### config.mk
export PLATFORM = sky130hd
export DESIGN_NAME = jbr_top
export DESIGN_NICKNAME = d
export VERILOG_FILES = /design/src/rtl/jbr_pkg.sv /design/src/rtl/jbr_tap.sv /design/src/rtl/jbr_lane.sv /design/src/rtl/jbr_chain.sv /design/src/rtl/jbr_top.sv
export SDC_FILE = /design/constraint.sdc
export NUM_CORES = 1
export LEC_CHECK = 0
export BUFFER_PORTS_ARGS = -buffer_cell sky130_fd_sc_hd__clkbuf_2
export CAP_MARGIN = 20
export CORE_ASPECT_RATIO = 1.5
export CORE_MARGIN = 3
export CORE_UTILIZATION = 58
export CTS_CLUSTER_SIZE = 14
export DETAILED_ROUTE_END_ITERATION = 16
export GPL_TIMING_DRIVEN = 0
export PLACE_DENSITY = 0.79
export SLEW_MARGIN = 20
export SYNTH_ARGS = -nofsm -noshare
export SYNTH_HDL_FRONTEND = slang
export SYNTH_SLANG_ARGS = --single-unit
### constraint.sdc
create_clock -name tck -period 2.5 [get_ports tck]
set_input_delay 0.5 -clock tck [delete_from_list [all_inputs] [get_ports tck]]
set_output_delay 0.5 -clock tck [all_outputs]
set_load 0.02 [all_outputs]
### src/rtl/jbr_pkg.sv
package jbr_pkg;

    typedef enum logic [3:0] {
        TS_RESET, TS_IDLE,
        TS_SEL_DR, TS_CAP_DR, TS_SHIFT_DR, TS_EX1_DR, TS_PAUSE_DR, TS_EX2_DR, TS_UPD_DR,
        TS_SEL_IR, TS_CAP_IR, TS_SHIFT_IR, TS_EX1_IR, TS_PAUSE_IR, TS_EX2_IR, TS_UPD_IR
    } tap_state_e;

    localparam int OP_MODE   = 'h01;
    localparam int OP_UNPARK = 'h02;
    localparam int OP_PARK   = 'h03;
    localparam int OP_GOWAIT = 'h04;
    localparam int OP_SRESET = 'h05;
    localparam int OP_BYPASS = 'hFF;
    localparam int IR_CAPTURE = 'h01;

endpackage

### src/rtl/jbr_tap.sv
module jbr_tap
    import jbr_pkg::*;
(
    input  logic       tck,
    input  logic       trst_n,
    input  logic       tms,
    output tap_state_e state
);

    tap_state_e state_d, state_q;

    always_comb begin
        state_d = state_q;
        unique case (state_q)
            TS_RESET:    state_d = tms ? TS_RESET    : TS_IDLE;
            TS_IDLE:     state_d = tms ? TS_SEL_DR   : TS_IDLE;
            TS_SEL_DR:   state_d = tms ? TS_SEL_IR   : TS_CAP_DR;
            TS_CAP_DR:   state_d = tms ? TS_EX1_DR   : TS_SHIFT_DR;
            TS_SHIFT_DR: state_d = tms ? TS_EX1_DR   : TS_SHIFT_DR;
            TS_EX1_DR:   state_d = tms ? TS_UPD_DR   : TS_PAUSE_DR;
            TS_PAUSE_DR: state_d = tms ? TS_EX2_DR   : TS_PAUSE_DR;
            TS_EX2_DR:   state_d = tms ? TS_UPD_DR   : TS_SHIFT_DR;
            TS_UPD_DR:   state_d = tms ? TS_SEL_DR   : TS_IDLE;
            TS_SEL_IR:   state_d = tms ? TS_RESET    : TS_CAP_IR;
            TS_CAP_IR:   state_d = tms ? TS_EX1_IR   : TS_SHIFT_IR;
            TS_SHIFT_IR: state_d = tms ? TS_EX1_IR   : TS_SHIFT_IR;
            TS_EX1_IR:   state_d = tms ? TS_UPD_IR   : TS_PAUSE_IR;
            TS_PAUSE_IR: state_d = tms ? TS_EX2_IR   : TS_PAUSE_IR;
            TS_EX2_IR:   state_d = tms ? TS_UPD_IR   : TS_SHIFT_IR;
            TS_UPD_IR:   state_d = tms ? TS_SEL_DR   : TS_IDLE;
            default:     state_d = TS_RESET;
        endcase
    end

    always_ff @(posedge tck or negedge trst_n) begin
        if (!trst_n) state_q <= TS_RESET;
        else         state_q <= state_d;
    end

    assign state = state_q;

    // Run of consecutive high-mode-select edges, saturating, for the check below.
    logic [2:0] ones_d, ones_q;
    always_comb begin
        ones_d = tms ? ((ones_q == 3'd7) ? ones_q : ones_q + 3'd1) : 3'd0;
    end
    always_ff @(posedge tck or negedge trst_n) begin
        if (!trst_n) ones_q <= 3'd0;
        else         ones_q <= ones_d;
    end

    p_five_high_reset_r10: assert property (@(posedge tck) disable iff (!trst_n)
        (ones_q >= 3'd5) |-> (state_q == TS_RESET));

endmodule

### src/rtl/jbr_lane.sv
module jbr_lane (
    input  logic tck,
    input  logic trst_n,
    input  logic tms,
    input  logic selected,
    input  logic mode_bit,
    input  logic unpark_p,
    input  logic park_p,
    input  logic sreset_p,
    input  logic force_hi,
    output logic lp_tms,
    output logic in_chain
);

    logic parked_d, parked_q;

    always_comb begin
        parked_d = parked_q;
        if (sreset_p)                  parked_d = 1'b1;
        else if (park_p && mode_bit)   parked_d = 1'b1;
        else if (unpark_p && mode_bit) parked_d = 1'b0;
    end

    always_ff @(posedge tck or negedge trst_n) begin
        if (!trst_n) parked_q <= 1'b1;
        else         parked_q <= parked_d;
    end

    assign in_chain = selected & mode_bit & ~parked_q;
    assign lp_tms   = force_hi | (in_chain & tms);

    p_parked_quiet_r6: assert property (@(posedge tck) disable iff (!trst_n)
        (parked_q && !force_hi) |-> !lp_tms);

    p_sreset_parks_r8: assert property (@(posedge tck) disable iff (!trst_n)
        sreset_p |=> parked_q);

endmodule

### src/rtl/jbr_chain.sv
module jbr_chain #(
    parameter int NPORT = 3
) (
    input  logic             tck,
    input  logic             trst_n,
    input  logic             own_out,
    input  logic             shifting,
    input  logic             drive_en,
    input  logic [NPORT-1:0] in_chain,
    input  logic [NPORT-1:0] lp_tdo,
    output logic [NPORT-1:0] lp_tdi,
    output logic             tdo,
    output logic             tdo_oe
);

    logic chain_out;

    always_comb begin
        logic cur;
        cur = own_out;
        for (int i = 0; i < NPORT; i++) begin
            lp_tdi[i] = cur;
            if (in_chain[i]) cur = lp_tdo[i];
        end
        chain_out = cur;
    end

    logic tdo_d, tdo_q, oe_d, oe_q;

    always_comb begin
        tdo_d = shifting ? chain_out : tdo_q;
        oe_d  = shifting & drive_en;
    end

    always_ff @(negedge tck or negedge trst_n) begin
        if (!trst_n) begin
            tdo_q <= 1'b0;
            oe_q  <= 1'b0;
        end else begin
            tdo_q <= tdo_d;
            oe_q  <= oe_d;
        end
    end

    assign tdo    = tdo_q;
    assign tdo_oe = oe_q;

endmodule

### src/rtl/jbr_top.sv
module jbr_top
    import jbr_pkg::*;
#(
    parameter int NPORT   = 3,
    parameter int IR_W    = 8,
    parameter int RST_CYC = 5,
    parameter logic [IR_W-1:0] BCAST = IR_W'('h3B)
) (
    input  logic             tck,
    input  logic             trst_n,
    input  logic             tms,
    input  logic             tdi,
    input  logic [IR_W-1:0]  slot_addr,
    output logic             tdo,
    output logic             tdo_oe,
    output logic [NPORT-1:0] lp_tms,
    output logic [NPORT-1:0] lp_tdi,
    input  logic [NPORT-1:0] lp_tdo
);

    localparam int CNT_W = $clog2(RST_CYC + 1);
    localparam logic [IR_W-1:0] I_MODE   = IR_W'(OP_MODE);
    localparam logic [IR_W-1:0] I_UNPARK = IR_W'(OP_UNPARK);
    localparam logic [IR_W-1:0] I_PARK   = IR_W'(OP_PARK);
    localparam logic [IR_W-1:0] I_GOWAIT = IR_W'(OP_GOWAIT);
    localparam logic [IR_W-1:0] I_SRESET = IR_W'(OP_SRESET);
    localparam logic [IR_W-1:0] I_BYPASS = IR_W'(OP_BYPASS);

    typedef struct packed {
        logic [IR_W-1:0]  ir_sr;
        logic [IR_W-1:0]  ir;
        logic [NPORT-1:0] mode_sr;
        logic [NPORT-1:0] mode;
        logic             byp;
        logic             sel;
        logic             bcast;
        logic [CNT_W-1:0] rcnt;
    } ctrl_t;

    tap_state_e state;
    ctrl_t      st_d, st_q;

    jbr_tap u_tap (
        .tck    (tck),
        .trst_n (trst_n),
        .tms    (tms),
        .state  (state)
    );

    // Instruction pulses, taken at the Update-IR edge of a selected bridge.
    logic upd_sel, unpark_p, park_p, gowait_p, sreset_p;
    assign upd_sel  = (state == TS_UPD_IR) && st_q.sel;
    assign unpark_p = upd_sel && (st_q.ir_sr == I_UNPARK);
    assign park_p   = upd_sel && (st_q.ir_sr == I_PARK);
    assign gowait_p = upd_sel && (st_q.ir_sr == I_GOWAIT);
    assign sreset_p = upd_sel && (st_q.ir_sr == I_SRESET);

    logic [NPORT:0] mode_shift;
    assign mode_shift = {tdi, st_q.mode_sr};

    always_comb begin
        st_d = st_q;
        if (st_q.rcnt != '0) st_d.rcnt = st_q.rcnt - 1'b1;
        unique case (state)
            TS_RESET: begin
                st_d.sel   = 1'b0;
                st_d.bcast = 1'b0;
                st_d.ir    = I_BYPASS;
            end
            TS_CAP_IR:   st_d.ir_sr = IR_W'(IR_CAPTURE);
            TS_SHIFT_IR: st_d.ir_sr = {tdi, st_q.ir_sr[IR_W-1:1]};
            TS_UPD_IR: begin
                if (!st_q.sel) begin
                    if (st_q.ir_sr == slot_addr) begin
                        st_d.sel   = 1'b1;
                        st_d.bcast = 1'b0;
                    end else if (st_q.ir_sr == BCAST) begin
                        st_d.sel   = 1'b1;
                        st_d.bcast = 1'b1;
                    end
                end else begin
                    st_d.ir = st_q.ir_sr;
                    if (gowait_p) begin
                        st_d.sel   = 1'b0;
                        st_d.bcast = 1'b0;
                        st_d.ir    = I_BYPASS;
                    end
                    if (sreset_p) st_d.rcnt = CNT_W'(RST_CYC);
                end
            end
            TS_CAP_DR: begin
                st_d.mode_sr = st_q.mode;
                st_d.byp     = 1'b0;
            end
            TS_SHIFT_DR: begin
                if (st_q.sel && st_q.ir == I_MODE) st_d.mode_sr = mode_shift[NPORT:1];
                st_d.byp = tdi;
            end
            TS_UPD_DR: begin
                if (st_q.sel && st_q.ir == I_MODE) st_d.mode = st_q.mode_sr;
            end
            default: ;
        endcase
    end

    always_ff @(posedge tck or negedge trst_n) begin
        if (!trst_n) begin
            st_q.ir_sr   <= '0;
            st_q.ir      <= I_BYPASS;
            st_q.mode_sr <= '0;
            st_q.mode    <= '0;
            st_q.byp     <= 1'b0;
            st_q.sel     <= 1'b0;
            st_q.bcast   <= 1'b0;
            st_q.rcnt    <= '0;
        end else begin
            st_q <= st_d;
        end
    end

    logic force_hi;
    logic [NPORT-1:0] in_chain;
    assign force_hi = (st_q.rcnt != '0);

    for (genvar g = 0; g < NPORT; g++) begin : g_lane
        jbr_lane u_lane (
            .tck      (tck),
            .trst_n   (trst_n),
            .tms      (tms),
            .selected (st_q.sel),
            .mode_bit (st_q.mode[g]),
            .unpark_p (unpark_p),
            .park_p   (park_p),
            .sreset_p (sreset_p),
            .force_hi (force_hi),
            .lp_tms   (lp_tms[g]),
            .in_chain (in_chain[g])
        );
    end

    logic shifting, own_out;
    assign shifting = (state == TS_SHIFT_IR) || (state == TS_SHIFT_DR);
    always_comb begin
        if (state == TS_SHIFT_IR)                   own_out = st_q.ir_sr[0];
        else if (st_q.sel && st_q.ir == I_MODE)     own_out = st_q.mode_sr[0];
        else                                        own_out = st_q.byp;
    end

    jbr_chain #(.NPORT(NPORT)) u_chain (
        .tck      (tck),
        .trst_n   (trst_n),
        .own_out  (own_out),
        .shifting (shifting),
        .drive_en (st_q.sel & ~st_q.bcast),
        .in_chain (in_chain),
        .lp_tdo   (lp_tdo),
        .lp_tdi   (lp_tdi),
        .tdo      (tdo),
        .tdo_oe   (tdo_oe)
    );

    p_wait_silent_r1: assert property (@(posedge tck) disable iff (!trst_n)
        !st_q.sel |-> !tdo_oe);

    p_bcast_silent_r3: assert property (@(posedge tck) disable iff (!trst_n)
        st_q.bcast |-> !tdo_oe);

    p_follow_r5: assert property (@(posedge tck) disable iff (!trst_n)
        (!force_hi && tms) |-> ((lp_tms & in_chain) == in_chain));

    p_deselect_quiet_r7: assert property (@(posedge tck) disable iff (!trst_n)
        gowait_p |=> (in_chain == '0));

    p_force_all_r8: assert property (@(posedge tck) disable iff (!trst_n)
        force_hi |-> (&lp_tms));

    p_rcnt_step_r8: assert property (@(posedge tck) disable iff (!trst_n)
        (force_hi && !sreset_p) |=> (st_q.rcnt == $past(st_q.rcnt) - 1'b1));

    p_tlr_clears_r10: assert property (@(posedge tck) disable iff (!trst_n)
        (state == TS_RESET) |=> !st_q.sel);

endmodule

==> flow_summary.json <==
{
  "status": "complete, but fails checks",
  "violations": "negative setup slack",
  "regArea_sq_um": 939.7,
  "synth-main-ff-cell": "dfrtp_1",
  "synth_common_cells": "nand2_1 (29), dfrtp_1 (24), nor2_1 (20), o21ai_0 (14)",
  "critPathKind": "register to register",
  "grt_pass1_vias": 1781,
  "clk_latency_ps": 290,
  "p_leak_nw": 1.144,
  "grt_usage_pct": 22.66,
  "synth_top_area_share_pct": 28.32,
  "r2r_cells": 5,
  "relSlewSlack_pct": 39.90,
  "clockBufferDepth": 2,
  "p_clk_share_pct": 17.3,
  "drt_first_iter_violations": 68,
  "num_io_pins": 23,
  "rsz0062_at_grt": "yes",
  "ir_worst_vdd_uv": 863.8,
  "cts_sinks": 37,
  "dp_cells": 290,
  "endpoint_kind": "register",
  "p_per_area_nw_per_um2": 994.9,
  "synth-edff-count": 0,
  "area_growth_syn_to_layout_pct": 15.63,
  "drive_gt1_share_pct": 26.74,
  "comb_power_share_pct": 47.5,
  "n_fill_cell": 286,
  "start_util_pct": 61.50,
  "finClkSkew_ps": 9.443,
  "dpl_cell_area_sq_um": 2295,
  "worst-endpoint-required_ps": 1530,
  "seqPwrFrac_pct": 35.2,
  "grt_pass1_wl_um": 7969,
  "cts_buffers": 5,
  "synth_area_per_cell_sq_um": 9.384,
  "antenna_cells": 0,
  "htreeDepth": 2,
  "yosysUniqueCellTypes": 50,
  "drtPass1Iterations": 4,
  "worst_slew_pin_slew_ps": 901.5,
  "die_area_sq_um": 4433,
  "synth_warnings": 0,
  "setup_viol": 3,
  "syn-num-nets": 243,
  "synthTopCellsByArea": "dfrtp_1 (28%), dfstp_2 (14%), mux2_2 (5.3%)",
  "fin_cells": 300,
  "async_flop_share_pct": 100.0,
  "grt_max_degree": 38,
  "finalHoldViolations": 0,
  "synthCells": 226,
  "synth_seq_cells": 37,
  "die_w_um": 55.37,
  "ant_nets": 0,
  "place.gp.congestion": 0.8106,
  "power.switching_mw": 0.9842,
  "antenna_found_initial": 0,
  "drv_slew": 0,
  "multi_input_comb_area_sq_um": 1106,
  "nets": 274,
  "drc_errors": 0,
  "critPathArrivalTime_ps": 1890,
  "swShare_pct": 40.34,
  "hold_buffers": 0,
  "wire_per_inst_um": 15.29,
  "crit_chain": "nor4_4 > nand4_1 > mux2i_1 > o41a_1 > o311ai_1",
  "detailroute.via_count": 1768,
  "port_buffers": 22,
  "fin_area_sq_um": 2452,
  "root_buffer": "clkbuf_8",
  "syn_area_sq_um": 2121,
  "routed_wl_um": 4586,
  "ys_seq_area_share_pct": 44.31,
  "grt-ovfl-total": 0,
  "yosysTopAreaCell": "dfrtp_1",
  "max_cap_violations": 0,
  "vias_per_cell": 5.893,
  "hpwl_um": 3391,
  "synth_most_common_cell": "nand2_1",
  "die_h_um": 80.06,
  "p_int_mw": 1.456,
  "cts_tree": "done",
  "slowest_delay_ps": 390,
  "crit_path_start_kind": "register",
  "clk_pin_slew_ps": 70,
  "min_path_type": "input port to asynchronous set/reset pin",
  "setup_slack_ps": -361.0,
  "cp_max_fo": 3,
  "fp-row-count": 26,
  "core-area_sq_um": 3448,
  "critPathSlowestCell": "dfstp_2"
}
[layer usage]
metal,GRT usage (%),vias to the layer above,wire [um]
met5,0,-,0
met4,9.489,0,84
met3,4.019,10,171
met2,40.40,43,2424
met1,26.62,850,1906
li1,-,865,-
[state kept, by name, summed over array words and instances, names as in the netlist]
register / count
g_lane.u_lane.parked_q: 3
mode_shift: 3
st_q: 25
u_chain.tdo: 1
u_chain.tdo_oe: 1
u_tap.state: 4
[power by group through the flow]
stage / clock, mW / sequential (mW) / combinational [mW]
5_1_grt: 0.449 / 0.878 / 1.30
2_1_floorplan: 0 / 0.837 / 0.872
6_report: 0.422 / 0.859 / 1.16
4_1_cts: 0.427 / 0.858 / 1.15
3_3_place_gp: 0 / 0.864 / 1.10
3_5_place_dp: 0 / 0.865 / 1.12
[stage by stage]
step	utilization (%)	setup WS (ps)	hold WS (ps)	TNS, ps	total power, mW
6_report	71.12	-361.0	333.9	-536.9	2.440
5_1_grt	71.12	-504.1	384.8	-748.8	2.630
4_1_cts	70.75	-412.2	360.6	-602.8	2.438
3_5_place_dp	66.55	-606.6	455.9	-869.2	1.987
3_3_place_gp	66.55	-569.8	450.8	-808.3	1.966
2_1_floorplan	-	-300.0	204.4	-300.0	1.709
[final timing paths]
kind / end / startpoint / slack, ps
setup / recovery: u_chain.tdo / st_q[16] / -360
hold / removal: st_q[26] / trst_n / 330
setup reg to reg: u_chain.tdo / st_q[16] / -360
hold reg to reg: u_chain.tdo / u_chain.tdo / 470
max in group asynchronous: u_chain.tdo / trst_n / 450
min in group tck: u_chain.tdo / u_chain.tdo / 470
[cell families (layout without fill, tap and decap cells)]
logic type,Yosys count,after routing,share of synthesized area [%]
multiplexers,13,13,6.726
AO/OA/AOI/OAI,52,52,16.87
adder cells (fa/ha/maj),2,2,1.180
XOR/XNOR,9,9,3.717
buffers and inverters,25,57,5.310
flip-flops,37,37,44.31
AND/OR/NAND/NOR,88,88,21.89
[cell type report]
cell class / count / area share (%)
repair buffers: 24 / 5.816
inverters: 8 / 1.224
multi-input cells: 164 / 45.10
clock buffers: 8 / 3.673
plain buffers: 17 / 3.724
flip-flops and latches: 37 / 38.32
well taps: 42 / 2.143
[worst max-delay path: cells and delay by family (launching register included)]
kind               cells  cell delay [ps]
AOI/OAI and AO/OA      2              580
and+or+nand+nor        2              450
DFF                    1              390
muxes                  1              190
[cells in the final DEF, fill, tap and decap left out, types with 2 or more instances in the layout]
master / n
nand4b_1: 2
nand3_1: 4
nor3_1: 3
buf_4: 8
mux2_2: 10
o221ai_1: 3
mux2i_1: 3
dfrtp_1: 24
o21ai_1: 3
dfstp_2: 11
clkbuf_2: 21
nor2b_1: 2
a21o_1: 5
nand2b_1: 6
a21oi_1: 8
inv_1: 8
dfrtn_1: 2
nor4_1: 4
xor2_1: 8
nand3b_1: 4
clkbuf_8: 8
clkbuf_1: 10
o22a_1: 7
nand2_1: 29
ha_1: 2
nor2_1: 19
o21ai_0: 14
nor4_2: 2
[repair_timing]
| action | 4_1_cts | 5_1_grt |
|---|---|---|
| setup buffers | 2 | 0 |
| setup endpoints to repair | 6 | 5 |
| pin swaps | 3 | 2 |
| cloned | 0 | 0 |
| resized for setup | 10 | 5 |
Note: power is estimated with default switching activity, not from simulation.
